===== config.mk =====
export PLATFORM = sky130hd
export DESIGN_NAME = dmx_refresh
export DESIGN_NICKNAME = d
export VERILOG_FILES = /design/src/rtl/dmx_pkg.sv /design/src/rtl/dmx_fbuf.sv /design/src/rtl/dmx_seq.sv /design/src/rtl/dmx_refresh.sv
export SDC_FILE = /design/constraint.sdc
export NUM_CORES = 1
export LEC_CHECK = 0
export BUFFER_PORTS_ARGS = -buffer_cell sky130_fd_sc_hd__buf_2
export CORE_MARGIN = 2
export CORE_UTILIZATION = 62
export CTS_CLUSTER_DIAMETER = 200
export DETAILED_ROUTE_END_ITERATION = 10
export PLACE_DENSITY = 0.78
export SLEW_MARGIN = 10
export SYNTH_ARGS = -nofsm -noshare
export SYNTH_HDL_FRONTEND = slang
export SYNTH_SLANG_ARGS = --single-unit

===== constraint.sdc =====
create_clock -name clk -period 2.8 [get_ports clk]
set_input_delay 0.56 -clock clk [delete_from_list [all_inputs] [get_ports clk]]
set_output_delay 0.56 -clock clk [all_outputs]
set_load 0.05 [all_outputs]

===== src/rtl/dmx_pkg.sv =====
package dmx_pkg;

    typedef enum logic [1:0] {
        S_GAP   = 2'd0,
        S_HI    = 2'd1,
        S_LO    = 2'd2,
        S_DWELL = 2'd3
    } seq_state_t;

endpackage


===== src/rtl/dmx_fbuf.sv =====
module dmx_fbuf #(
    parameter int N_CHAR = 4,
    parameter int N_COL  = 5,
    parameter int N_ROW  = 7,
    localparam int CHW   = $clog2(N_CHAR),
    localparam int CW    = $clog2(N_COL),
    localparam int BITS  = N_CHAR * N_ROW
) (
    input  logic             clk,
    input  logic             rst,
    input  logic             wr_en,
    input  logic [CHW-1:0]   wr_char,
    input  logic [CW-1:0]    wr_col,
    input  logic [N_ROW-1:0] wr_row_bits,
    input  logic [CW-1:0]    rd_col,
    output logic [BITS-1:0]  col_word
);

    localparam logic [CW-1:0]  LAST_COL  = CW'(N_COL - 1);
    localparam logic [CHW-1:0] LAST_CHAR = CHW'(N_CHAR - 1);

    logic [N_ROW-1:0] mem [N_CHAR][N_COL];

    always_ff @(posedge clk) begin
        if (rst) begin
            for (int c = 0; c < N_CHAR; c++)
                for (int k = 0; k < N_COL; k++)
                    mem[c][k] <= '0;
        end else if (wr_en && wr_col <= LAST_COL && wr_char <= LAST_CHAR) begin
            mem[wr_char][wr_col] <= wr_row_bits;
        end
    end

    // Character 0 occupies the low group, so the far character leaves first.
    for (genvar g = 0; g < N_CHAR; g++) begin : g_pack
        assign col_word[g*N_ROW +: N_ROW] = mem[g][rd_col];
    end

endmodule


===== src/rtl/dmx_seq.sv =====
module dmx_seq
    import dmx_pkg::*;
#(
    parameter int N_CHAR    = 4,
    parameter int N_COL     = 5,
    parameter int N_ROW     = 7,
    parameter int DWELL_CYC = 8,
    localparam int CW       = $clog2(N_COL),
    localparam int BITS     = N_CHAR * N_ROW,
    localparam int BCW      = $clog2(BITS),
    localparam int DCW      = $clog2(DWELL_CYC + 1)
) (
    input  logic             clk,
    input  logic             rst,
    input  logic [BITS-1:0]  col_word,
    output logic [CW-1:0]    rd_col,
    output logic             ser_clk,
    output logic             ser_data,
    output logic [N_COL-1:0] col_drv
);

    localparam logic [BCW-1:0] LAST_BIT   = BCW'(BITS - 1);
    localparam logic [CW-1:0]  LAST_COL   = CW'(N_COL - 1);
    localparam logic [DCW-1:0] LAST_DWELL = DCW'(DWELL_CYC - 1);

    seq_state_t      state;
    logic [CW-1:0]   col;
    logic [BCW-1:0]  bit_cnt;
    logic [DCW-1:0]  dwell_cnt;
    logic [BITS-1:0] shreg;

    // State register with its counters and the snapshot shifter.
    always_ff @(posedge clk) begin
        if (rst) begin
            state     <= S_GAP;
            col       <= '0;
            bit_cnt   <= '0;
            dwell_cnt <= '0;
            shreg     <= '0;
        end else begin
            unique case (state)
                S_GAP: begin
                    shreg   <= col_word;
                    bit_cnt <= '0;
                    state   <= S_HI;
                end
                S_HI: begin
                    state <= S_LO;
                end
                S_LO: begin
                    shreg <= shreg << 1;
                    if (bit_cnt == LAST_BIT) begin
                        dwell_cnt <= '0;
                        state     <= S_DWELL;
                    end else begin
                        bit_cnt <= bit_cnt + 1'b1;
                        state   <= S_HI;
                    end
                end
                S_DWELL: begin
                    if (dwell_cnt == LAST_DWELL) begin
                        col   <= (col == LAST_COL) ? '0 : col + 1'b1;
                        state <= S_GAP;
                    end else begin
                        dwell_cnt <= dwell_cnt + 1'b1;
                    end
                end
                default: state <= S_GAP;
            endcase
        end
    end

    // Outputs decoded from the registered state.
    always_comb begin
        rd_col   = col;
        ser_data = shreg[BITS-1];
        ser_clk  = 1'b1;
        col_drv  = '0;
        unique case (state)
            S_GAP:   ;
            S_HI:    ;
            S_LO:    ser_clk = 1'b0;
            S_DWELL: col_drv = N_COL'(1) << col;
            default: ;
        endcase
    end

endmodule


===== src/rtl/dmx_refresh.sv =====
module dmx_refresh #(
    parameter int N_CHAR    = 4,
    parameter int N_COL     = 5,
    parameter int N_ROW     = 7,
    parameter int DWELL_CYC = 8,
    localparam int CHW      = $clog2(N_CHAR),
    localparam int CW       = $clog2(N_COL),
    localparam int BITS     = N_CHAR * N_ROW
) (
    input  logic             clk,
    input  logic             rst,
    input  logic             wr_en,
    input  logic [CHW-1:0]   wr_char,
    input  logic [CW-1:0]    wr_col,
    input  logic [N_ROW-1:0] wr_row_bits,
    input  logic             blank_req,
    output logic             ser_clk,
    output logic             ser_data,
    output logic [N_COL-1:0] col_drv,
    output logic             blank_n
);

    logic [BITS-1:0] col_word;
    logic [CW-1:0]   rd_col;

    dmx_fbuf #(
        .N_CHAR(N_CHAR), .N_COL(N_COL), .N_ROW(N_ROW)
    ) u_fbuf (
        .clk         (clk),
        .rst         (rst),
        .wr_en       (wr_en),
        .wr_char     (wr_char),
        .wr_col      (wr_col),
        .wr_row_bits (wr_row_bits),
        .rd_col      (rd_col),
        .col_word    (col_word)
    );

    dmx_seq #(
        .N_CHAR(N_CHAR), .N_COL(N_COL), .N_ROW(N_ROW), .DWELL_CYC(DWELL_CYC)
    ) u_seq (
        .clk      (clk),
        .rst      (rst),
        .col_word (col_word),
        .rd_col   (rd_col),
        .ser_clk  (ser_clk),
        .ser_data (ser_data),
        .col_drv  (col_drv)
    );

    always_ff @(posedge clk) begin
        if (rst) blank_n <= 1'b0;
        else     blank_n <= ~blank_req;
    end

endmodule


==> run summary, run 1 <==
The global route total overflow is 0. The register clock-pin slew on the reported worst setup and hold paths came out at approximately 0.06 ns. The floorplan step set the die height to 120 um. For this design, the CTS-stage hold fixing added 0 buffers. The pin count of the biggest net entering global routing came out at 43. In this run the worst setup path begins at u_seq.rd_col[0]. The standard-cell row count came out at between 40 and 50. The worst hold path begins at blank_req.

The reg-to-reg critical path endpoint is u_seq.shreg[0]. The fraction of the yosys area taken by sequential cells is 0.607. The run finished with clean final reports. The worst path arrival time is between 1.5 and 2 ns. By count the netlist is led by 151 x nor2_1, 140 x edfxtp_1, 57 x mux2i_1. The synthesized area divided by synthesized cell count came out at between 10 and 15 um^2. The DRC violation count after routing is 0.

The worst clock skew is around 0.0075 ns. The post-layout net count is 762. The clock insertion delay at the later pin of the skew report is approximately 0.44 ns.

The total non-filler cell area in the finished layout came out at a little over 9000 um^2. The number of buffers created by CTS is 17. Counting distinct cell types in the post-synthesis netlist gives 48. The total clock sinks came out at ~180.

The number of buffers on the longest clock path is 2. The simple-gate share of the synthesized area is 0.138. The total power divided by cell area came out at about 660 nW/um^2. The setup slack after placement came out at between 0.3 and 0.4 ns. The number of standard cells after synthesis is 716. The number of optimization iterations in the first detailed-route pass is 6. The initial standard-cell utilization of the core is 0.632.

Yosys instantiated no cell more often than nor2_1. The number of setup violations in the final report came out at 0. The count of flip-flops with a built-in enable after synthesis is 140. For this run, the share of the core covered by cells in the final layout is 0.706. The minimum setup slack in the final design is approximately 0.36 ns. During placement, the flow inserted port buffers numbering 23. The number of instances on the worst hold path came out at 2. The area share of the leading cell type in the synthesized netlist is 0.504.

After synthesis, the cell types taking the most area are edfxtp_1 50%, dfxtp_1 10%, mux2i_1 6.8%. Dividing the final minimum period by the clock period gives 0.870. The post-CTS setup buffer count is 0.

For this design the top-level I/O count stands at 24. The number of antenna violations at the first check in global routing is 0. The count of H-tree levels built during CTS is 4. The initial DRC count came out at 686.

The area of the die is between 10000 and 15000 um^2. The global routing usage summed across all routing layers came out at 0.288. The register-to-register setup slack is a little under 0.9 ns. After synthesis the netlist holds a flip-flop and latch count of between 150 and 200. The type of the worst min-delay path is in -> reg.

The combined area of all synthesized cells is around 8300 um^2. The classification of the worst setup path is reg -> out. The critical path capture point type is an output port. The final antenna-violating net count came out at 0. The multiplexer share of the synthesized area came out at 0.0711. The routed design has between 15 and 20 mm of wire. The main combinational cell family by area after synthesis is simple AND/OR/NAND/NOR gates. The leakage component of the power is 2.98 nW. The count of cells along the worst register-to-register path came out at 5. The total of cells resized after clock tree synthesis came out at 0.

The post-route setup TNS is 0 ns. The worst relative slew slack came out at 0.363. The worst hold path terminates at blank_n. After floorplanning, the core was sized to cover between 10000 and 15000 um^2. The number of global-route vias before repair came out at 5941. The largest fanout on the critical path is 9. STA classifies the critical path startpoint as a register. Measured along the x axis, the die boundary spans between 100 and 150 um. The routed wirelength normalized by instance count is around 21 um. The hold violation total from the final report is 0. The area fraction in compound gates after synthesis is 0.129. The max-slew violation total from the final report is 0. Counting the fill cells in the layout gives about 900.

The detailed-route vias per instance is ~6.4. Based on the critical path, the design can be clocked at up to 411 MHz. The cell area after placement came out at slightly below 9000 um^2. During synthesis, Yosys emitted a total of 0 warnings.

The worst path in the final design needs a cycle of 2.44 ns, including I/O delays and setup. The routed layout has between 5000 and 6000 vias. The post-synthesis net count is between 700 and 800. Setup repair after global routing left no endpoint under its margin.

The antenna cell count is 0. TritonCTS built the clock tree. The worst hold slack across all endpoints came out at between 0.2 and 0.3 ns. At the pin with the least slew margin, the transition time is between 0.9 and 1 ns. Counting tap cells, the placed design contains a total of ~900 instances. After legalization and detailed placement, the total HPWL measured roughly 13 mm. The fraction of layout instances using a drive strength above 1 came out at 0.164. The post-route non-filler standard cell count is between 900 and 1000. For this run, the leading register cell type out of synthesis is edfxtp_1. The largest total area in the synthesized netlist belongs to edfxtp_1. The design draws slightly above 6 mW. The launch point of the worst reg-to-reg path is u_seq.rd_col[1]. Clock tree synthesis selected as its root buffer the cell clkbuf_16. The required time of the critical path came out at 2.24 ns.

The weighted congestion at the end of routability-driven global placement came out at around 0.86. After synthesis, the share of flip-flops with an asynchronous set or reset is 0. IR analysis of the VDD net gives a maximum drop of about 500 uV. The arithmetic-cell share of the synthesized area counting full adders, half adders and majority gates came out at 0.0105. The first-pass GRT wire length is 31.5 mm. The xor/xnor cell area share of the yosys netlist came out at 0.00210. The area growth from synthesis to layout is 11.6%. The max-capacitance violation count is 0.
==> flip-flops by register name (all words and copies together), names as in the netlist <==
name             flops
u_seq.dwell_cnt      4
u_seq.bit_cnt        5
blank_n              1
u_fbuf.mem         140
u_seq.shreg         28
u_seq.state          2
u_seq.rd_col         3
==> kinds of logic after synthesis <==
kind of cell / count (synthesis)
AND/OR/NAND/NOR: 253
flip-flops: 183
AO/OA/AOI/OAI: 148
buffers and inverters: 65
multiplexers: 58
adder cells (fa/ha/maj): 7
XOR/XNOR: 2
==> worst max-delay path by stage <==
| stage | end | slack (ns) | cells after the start |
|---|---|---|---|
| global route | col_drv[0] | 0.26 | 4 |
| finish | col_drv[0] | 0.36 | 4 |
| detailed placement | u_fbuf.mem[2][1] | 0.36 | 4 |
| CTS | col_drv[0] | 0.37 | 4 |
| global placement | u_fbuf.mem[2][1] | 0.38 | 4 |
| floorplan | col_drv[0] | 0.08 | 6 |
==> per-layer routing <==
metal,vias up,track usage,share of wire
met5,-,0,0
met1,2893,0.385,0.39
met2,341,0.463,0.49
met4,0,0.119,0.028
met3,47,0.0575,0.094
li1,2690,-,-
==> worst max-delay path, stage by stage, from the launching register on <==
cell and delay (ns):
dfxtp_1 0.63, inv_1 0.16, ha_1 0.28, nor3b_1 0.15, buf_2 0.23
==> area by class of cell <==
type / count / area [um^2] / area share
sequential: 183 / 5070 / 0.545
multi-input combinational: 468 / 2920 / 0.314
clock buffer: 19 / 433 / 0.0465
timing repair buffer: 61 / 413 / 0.0444
tap: 176 / 220 / 0.0237
clock inverter: 13 / 218 / 0.0234
inverter: 8 / 32.5 / 0.00350
==> power by group <==
| group | internal (mW) | switching [mW] | total [mW] |
|---|---|---|---|
| clock | 1.60 | 1.02 | 2.61 |
| sequential | 3.06 | 0.0799 | 3.14 |
| combinational | 0.145 | 0.270 | 0.415 |
==> layout by cell type, fill, tap and decap left out, types with 3 or more instances in the layout <==
master / instances
clkbuf_16: 17
a211oi_2: 11
buf_2: 23
o31ai_1: 5
a21oi_1: 10
a211oi_1: 16
nand3b_1: 4
o22ai_1: 56
inv_6: 3
nor3_2: 11
nand3_1: 4
bufinv_16: 5
ha_1: 7
mux2i_1: 57
dfxtp_1: 42
nor3b_1: 3
nor2_1: 151
clkinv_4: 3
a22o_1: 24
o21ai_0: 16
nor3_1: 22
nand2_1: 40
buf_4: 37
inv_1: 5
edfxtp_1: 140
nand2b_1: 3
(Power assumes the default switching activity.)
==> inputs of run 2 (changes only) <==
- CORE_MARGIN: 2 -> not set
==> run summary, run 2 (synthesized netlist as in run 1, its figures left out) <==
The run finished with clean final reports. The leakage component of the power is 2.95 nW (-0.80%). The detailed-route vias per instance is 6.32 (-1.8%). The root buffer cell chosen for the clock tree is clkbuf_16.

The initial standard-cell utilization of the core is 0.632 (unchanged). The final antenna-violating net count is 0 (unchanged). The type of the worst min-delay path is in -> reg.

The initial DRC count came out at 769 (+12%). The standard-cell row count came out at 42 (unchanged). The total power divided by cell area is 643 nW/um^2 (-3.0%). The register-to-register setup slack is 0.62 ns (-0.26 ns). In this run the most critical hold path is launched from blank_req. The post-layout net count is 765 (+0.39%).

The reg-to-reg critical path endpoint is u_seq.shreg[12]. The largest fanout on the critical path came out at 28 (+19). The worst setup path is captured at an output port.

The weighted congestion at the end of routability-driven global placement is 0.854 (-1.0%). The count of buffering cells on the critical path with inverters included was 2 (unchanged). The number of global-route vias before repair is 5786 (-2.6%). The post-CTS setup buffer count is 0 (unchanged).

The count of cells along the worst register-to-register path came to 5 (unchanged). The cell area after placement is 8670 um^2 (+0.12%). The total core area is 13200 um^2 (unchanged). The cell with the largest stage delay on the worst path is nor2b_2.

Walking the worst path, the cells encountered are nor2b_2 -> inv_2 -> buf_2. The growth of design area from synthesis to finish came out at 10.9%. The number of setup violations in the final report came out at 0 (unchanged). The total wire length after detailed routing came to 19.0 mm (-3.0%).

In the layout the commonest cells are 151 x nor2_1, 140 x edfxtp_1, 57 x mux2i_1, 56 x o22ai_1, 42 x dfxtp_1. The DRC violation count after routing came out at 0 (unchanged). The global routing usage summed across all routing layers came out at 0.287 (-0.000408). Setup repair after global routing left no endpoint under its margin. The chip width came out at 118 um (-1.7%). The die extent in y came out at 118 um (-1.7%). The number of buffers created by CTS came out at 17 (unchanged).

The worst path arrival time came out at 2.04 ns (+0.16 ns). In this design, the largest share of critical-path delay is due to simple AND/OR/NAND/NOR gates. The path with the worst hold slack has its endpoint at blank_n. The worst clock skew came out at 0.00850 ns (+0.00104 ns).

The largest registers in the layout are u_fbuf.mem: 140 flops, u_seq.shreg: 28 flops, u_seq.bit_cnt: 5 flops. The count of port buffers added during placement is 23 (unchanged). The global route total overflow came to 0 (unchanged). The total non-filler cell area in the finished layout came out at 9250 um^2 (-0.62%). The number of buffers on the longest clock path is 2 (unchanged). The number of optimization iterations in the first detailed-route pass is 5 (-1). The post-route setup TNS came to 0 ns (unchanged). The count of H-tree levels built during CTS came out at 4 (unchanged). The final cycle utilization of the critical path is 0.928 (+0.0580). The minimum clock period came out at 2.60 ns (+0.162 ns). The measured slew at the worst slew-check pin is 1.22 ns (+0.276 ns). The via count came to 5876 (-1.6%). The number of instances on the worst hold path is 2 (unchanged).

The pin count of the biggest net entering global routing is 46 (+7.0%). The utilization of the core after routing is 0.701 (-0.00436). The area of the die is 13900 um^2 (-3.3%). The fraction of layout instances using a drive strength above 1 came to 0.163 (-0.000217). The total clock sinks is 183 (unchanged). The hold buffer count at CTS came out at 0 (unchanged). The HPWL after detailed placement is 12.4 mm (-3.3%). The clock insertion delay at the later pin of the skew report came out at 0.43 ns (about the same).

The worst supply voltage drop on vdd came out at 453 uV (-7.6%). The worst register-to-register path begins at u_seq.rd_col[1]. The library cell used most frequently in the layout, excluding fill and tap cells, is nor2_1. The required time of the critical path is 2.24 ns (about the same).

The routed wirelength normalized by instance count came out at 20.4 um (-3.2%). The worst setup path is of the reg -> out kind. The number of antenna violations at the first check in global routing is 0 (unchanged). The worst relative slew slack came out at 0.181 (-0.181). The register clock-pin slew on the reported worst setup and hold paths is 0.06 ns (about the same). The critical path starts at u_seq.state[1]. The total of cells resized after clock tree synthesis came out at 0 (unchanged).

The total I/O pin count is 24 (unchanged). The number of flip-flops in the largest register is 140 (unchanged). More flip-flops sit in one register than any other, and that register is u_fbuf.mem. The maximum clock frequency came to 385 MHz (-6.3%).

The hold violation total from the final report is 0 (unchanged). The highest cell delay on the worst timing path came to 0.96 ns (+0.33 ns). The max-slew violation total from the final report came out at 0 (unchanged). The kind of start point of the critical path is a register. The CTS tree is yes. The first-pass GRT wire length came out at 30.3 mm (-3.7%).

The max-capacitance violation count came out at 0 (unchanged).
==> run 2: cell count changes in the layout (fill, tap and decap cells not counted), sizes merged <==
cell,before,now
bufinv,5,3
diode,0,1
clkinvlp,2,3
clkbuf,19,18
buf,61,64
==> run 2: final cells by class <==
class / count / area (um^2)
inverters: 8 / 32.5
repair buffers: 64 / 423
clock buffers: 18 / 429
multi-input cells: 468 / 2920
well taps: 176 / 220
diodes: 1 / 2.50
flip-flops and latches: 183 / 5070
clock inverters: 12 / 151
fillers: 909 / 3940
==> run 2: per-stage QoR <==
stage | cells | setup slack [ns] | power, mW | hold WS, ns
2_1_floorplan | 716 | 0.0790 | 3.45 | 0.464
3_3_place_gp | 899 | 0.691 | 3.58 | 0.488
3_5_place_dp | 899 | 0.634 | 3.60 | 0.508
4_1_cts | 929 | 0.217 | 5.96 | 0.268
5_1_grt | 929 | 0.0427 | 6.11 | 0.270
6_report | 930 | 0.202 | 5.95 | 0.281
==> run 2: report_power, final <==
group	total [mW]	internal [mW]	switching (mW)	leakage, nW
registers	3.14	3.06	0.0755	1.69
logic	0.416	0.148	0.269	0.995
clock network	2.40	1.39	1.00	0.274
total	5.95	4.60	1.35	2.95
==> run 2: how the worst max path moves through the flow <==
stage | end | slack [ns] | cells past startpoint
floorplan | col_drv[0] | 0.08 | 6
global placement | u_fbuf.mem[0][34] | 0.69 | 5
detailed placement | u_fbuf.mem[0][31] | 0.63 | 5
CTS | ser_clk | 0.22 | 3
global route | ser_clk | 0.04 | 3
finish | ser_clk | 0.20 | 3
==> run 2: metal layers <==
metal	global-route usage	vias to the layer above	routed length [um]
met2	0.472	284	9370
li1	-	2700	-
met5	0	-	0
met1	0.375	2849	7780
met3	0.0625	43	1400
met4	0.109	0	468
==> inputs of run 3 (changes only) <==
- ABC_AREA: not set -> 1
- TNS_END_PERCENT: not set -> 20
==> run summary, run 3 <==
The total clock sinks came out at 183 (unchanged). The count of flip-flops with a built-in enable after synthesis came out at 140 (unchanged). The fraction of the yosys area taken by sequential cells came to 0.581 (-0.0262). The fraction of layout instances using a drive strength above 1 came out at 0.0776 (-0.0858). The worst relative slew slack is 0.394 (+0.213).

The kind of start point of the critical path is a register. The synthesized area divided by synthesized cell count is 8.22 um^2 (-29%). The internal power consumption is 4.44 mW (-3.5%). The total non-filler cell area in the finished layout is 9560 um^2 (+3.3%).

TritonCTS built the clock tree. The HPWL after detailed placement came out at 12.1 mm (-2.2%). The area share of the leading cell type in the synthesized netlist is 0.482 (-0.0218). The total power divided by cell area is 617 nW/um^2 (-4.1%). The register bit total from synthesis came out at 183 (unchanged).

The post-layout net count is 1093 (+43%). The cell taking the most area after synthesis is edfxtp_1. The worst path arrival time was 1.89 ns (-0.15 ns). The count of H-tree levels built during CTS is 4 (unchanged). The count of port buffers added during placement was 23 (unchanged). The pin count of the biggest net entering global routing came to 57 (+24%). The initial standard-cell utilization of the core is 0.648 (+0.0156). The leakage component of the power is 4.35 nW (+47%).

The hold buffer count at CTS is 0 (unchanged). The required time of the critical path came out at 2.24 ns (about the same). The total core area is 13500 um^2 (+2.0%). The number of global-route vias before repair came to 6017 (+4.0%). The chip width came out at 121 um (+2.2%). The hold violation total from the final report came to 0 (unchanged). Setup repair after global routing left no endpoint under its margin. The number of unique standard cell types used by synthesis came out at 23 (-52%). The largest fanout on the critical path is 34 (+21%). The routed wirelength normalized by instance count came out at 15.3 um (-25%). The commonest cells after synthesis are 317 x nand2_1, 184 x inv_1, 162 x nor2_1. Sorting the synthesized cells by area gives the leading types as edfxtp_1 48%, nand2_1 14%, dfxtp_1 9.9%.

Among all stages on the critical path, the largest delay is contributed by inv_2. The proportion of power drawn by the clock network came to 0.400 (-0.003). For this run, the leading register cell type out of synthesis is edfxtp_1. The highest cell delay on the worst timing path is 0.48 ns (-0.48 ns). The worst setup path is captured at an output port. The run finished with clean final reports. The tightest min-delay check is of the in -> reg type. The fraction of met2 tracks used by global routing came out at 0.454 (-0.0177).

The total I/O pin count is 24 (unchanged). The DRC violation count after routing was 0 (unchanged). The global routing usage summed across all routing layers is 0.286 (-0.00150).

The total of cells resized after clock tree synthesis came out at 0 (unchanged). The combinational share of power is 0.073 (+0.003). The met3 capacity usage during global routing came out at 0.0561 (-0.00637). The detailed-route vias per instance is 5.29 (-16%).

The worst supply voltage drop on vdd came out at 521 uV (+15%). The via count came out at 6661 (+13%). The growth of design area from synthesis to finish is 9.65%. The final cycle utilization of the critical path is 0.876 (-0.0514).

The first-pass GRT wire length came out at 30.6 mm (+0.79%). The register with the most flip-flops in the final layout is u_fbuf.mem. The post-synthesis net count came out at 1083 (+47%). In the layout the commonest cells are 317 x nand2_1, 184 x inv_1, 161 x nor2_1, 140 x edfxtp_1, 71 x nand3_1. The cell family contributing the most delay on the critical path is buffers and inverters. The number of buffers created by CTS is 17 (unchanged). The clock insertion delay at the later pin of the skew report is 0.44 ns (about the same). The switching power of the nets is 1.45 mW (+7.9%). The number of standard cells after synthesis was 1060 (+48%). The share of total power consumed by net switching is 0.246 (+0.0201). The number of setup violations in the final report is 0 (unchanged). The signal on the critical path passes through inv_2 -> ha_1 -> inv_1 -> nor2_1 -> buf_2. The maximum clock frequency came to 408 MHz (+5.9%).

The number of optimization iterations in the first detailed-route pass is 5 (unchanged). The initial DRC count is 845 (+9.9%). The post-CTS setup buffer count came out at 0 (unchanged). The number of filler cells placed in the layout came to 1001 (+10%). The max-slew violation total from the final report came out at 0 (unchanged).

The die extent in y is 121 um (+2.2%). The total wire length after detailed routing came out at 19.2 mm (+1.1%). The weighted congestion at the end of routability-driven global placement is 0.805 (-5.7%). The minimum clock period is 2.45 ns (-0.144 ns). The synthesis warning total was 0 (unchanged).

The combined area of all synthesized cells came out at 8720 um^2 (+4.5%). The global route total overflow came out at 0 (unchanged). The largest registers in the layout are u_fbuf.mem: 140 flops, u_seq.shreg: 28 flops, u_seq.bit_cnt: 5 flops. The number of antenna violations at the first check in global routing is 1 (+1).

The worst hold slack across all endpoints is 0.263 ns (-0.0179 ns). The fraction of synthesis flops using an asynchronous set or reset pin was 0 (unchanged). The cell area after placement is 8970 um^2 (+3.5%). Leaving out fill and tap cells, the most frequent cell in the layout is nand2_1. The post-route setup TNS is 0 ns (unchanged). The tree is rooted in a clkbuf_16. The classification of the worst setup path is reg -> out. The number of buffers on the longest clock path is 2 (unchanged). The measured slew at the worst slew-check pin is 0.907 ns (-0.315 ns). In this run the most used layer during global routing was met2. The number of flip-flops in the largest register is 140 (unchanged).

The most frequent cell after synthesis is nand2_1. The count of buffering cells on the critical path with inverters included is 3 (+1). The sequential group share of total power was 0.527 (about the same). The final antenna-violating net count came out at 0 (unchanged). The standard-cell row count was 42 (unchanged).

The worst clock skew came out at 0.0112 ns (+0.00268 ns). The area of the die is 14500 um^2 (+4.4%). The max-capacitance violation count is 0 (unchanged). The global-route met1 utilization is 0.389 (+0.0142). The register clock-pin slew on the reported worst setup and hold paths is 0.07 ns (about the same).
## run 3: layout make-up
class                           instances  area [um^2]  share of cell area
Sequential cell                       183         5070               0.530
Clock inverter                         15          158              0.0165
Tap cell                              176          220              0.0230
Timing Repair Buffer                   42          258              0.0270
Inverter                              188          706              0.0738
Multi-Input combinational cell        638         2720               0.285
Antenna cell                            1         2.50            0.000262
Clock buffer                           17          425              0.0445
## run 3: worst paths after layout
kind,from,end,slack (ns),cells past startpoint
max,u_seq.rd_col[2],col_drv[3],0.35,5
min,blank_req,blank_n,0.26,2
max reg2reg,u_seq.state[0],u_seq.dwell_cnt[3],0.87,8
min reg2reg,u_seq.shreg[0],u_seq.shreg[0],0.47,2
## run 3: kinds of logic (layout without fill, tap and decap cells)
family | count (synthesis) | in the layout | synth area share
xor gates and xnor gates | 2 | 2 | 0.00201
AOI/OAI and AO/OA | 72 | 72 | 0.0452
and+or+nand+nor | 557 | 557 | 0.255
adders and majority gates | 7 | 7 | 0.0100
buffers and inverters | 239 | 262 | 0.107
other | 0 | 1 | 0
DFF | 183 | 183 | 0.581
## run 3: routing by layer
layer,share of wire,wire (um)
met1,0.41,7940
met2,0.47,8980
met3,0.093,1800
met4,0.026,497
met5,0,0
## run 3: stage by stage
step / utilization / worst slack [ns] / instances / power, mW
3_3_place_gp: 0.667 / 0.392 / 1227 / 3.58
4_1_cts: 0.710 / 0.349 / 1259 / 5.91
3_5_place_dp: 0.667 / 0.310 / 1227 / 3.59
5_1_grt: 0.710 / 0.233 / 1260 / 6.08
2_1_floorplan: - / 0.560 / 1060 / 3.45
6_report: 0.710 / 0.346 / 1260 / 5.90
## run 3: power by group through the flow
stage          logic [mW]  clock network [mW]  registers (mW)
2_1_floorplan       0.293                   0            3.16
3_3_place_gp        0.417                   0            3.16
3_5_place_dp        0.422                   0            3.17
4_1_cts             0.429                2.37            3.11
5_1_grt             0.484                2.48            3.12
6_report            0.431                2.36            3.11
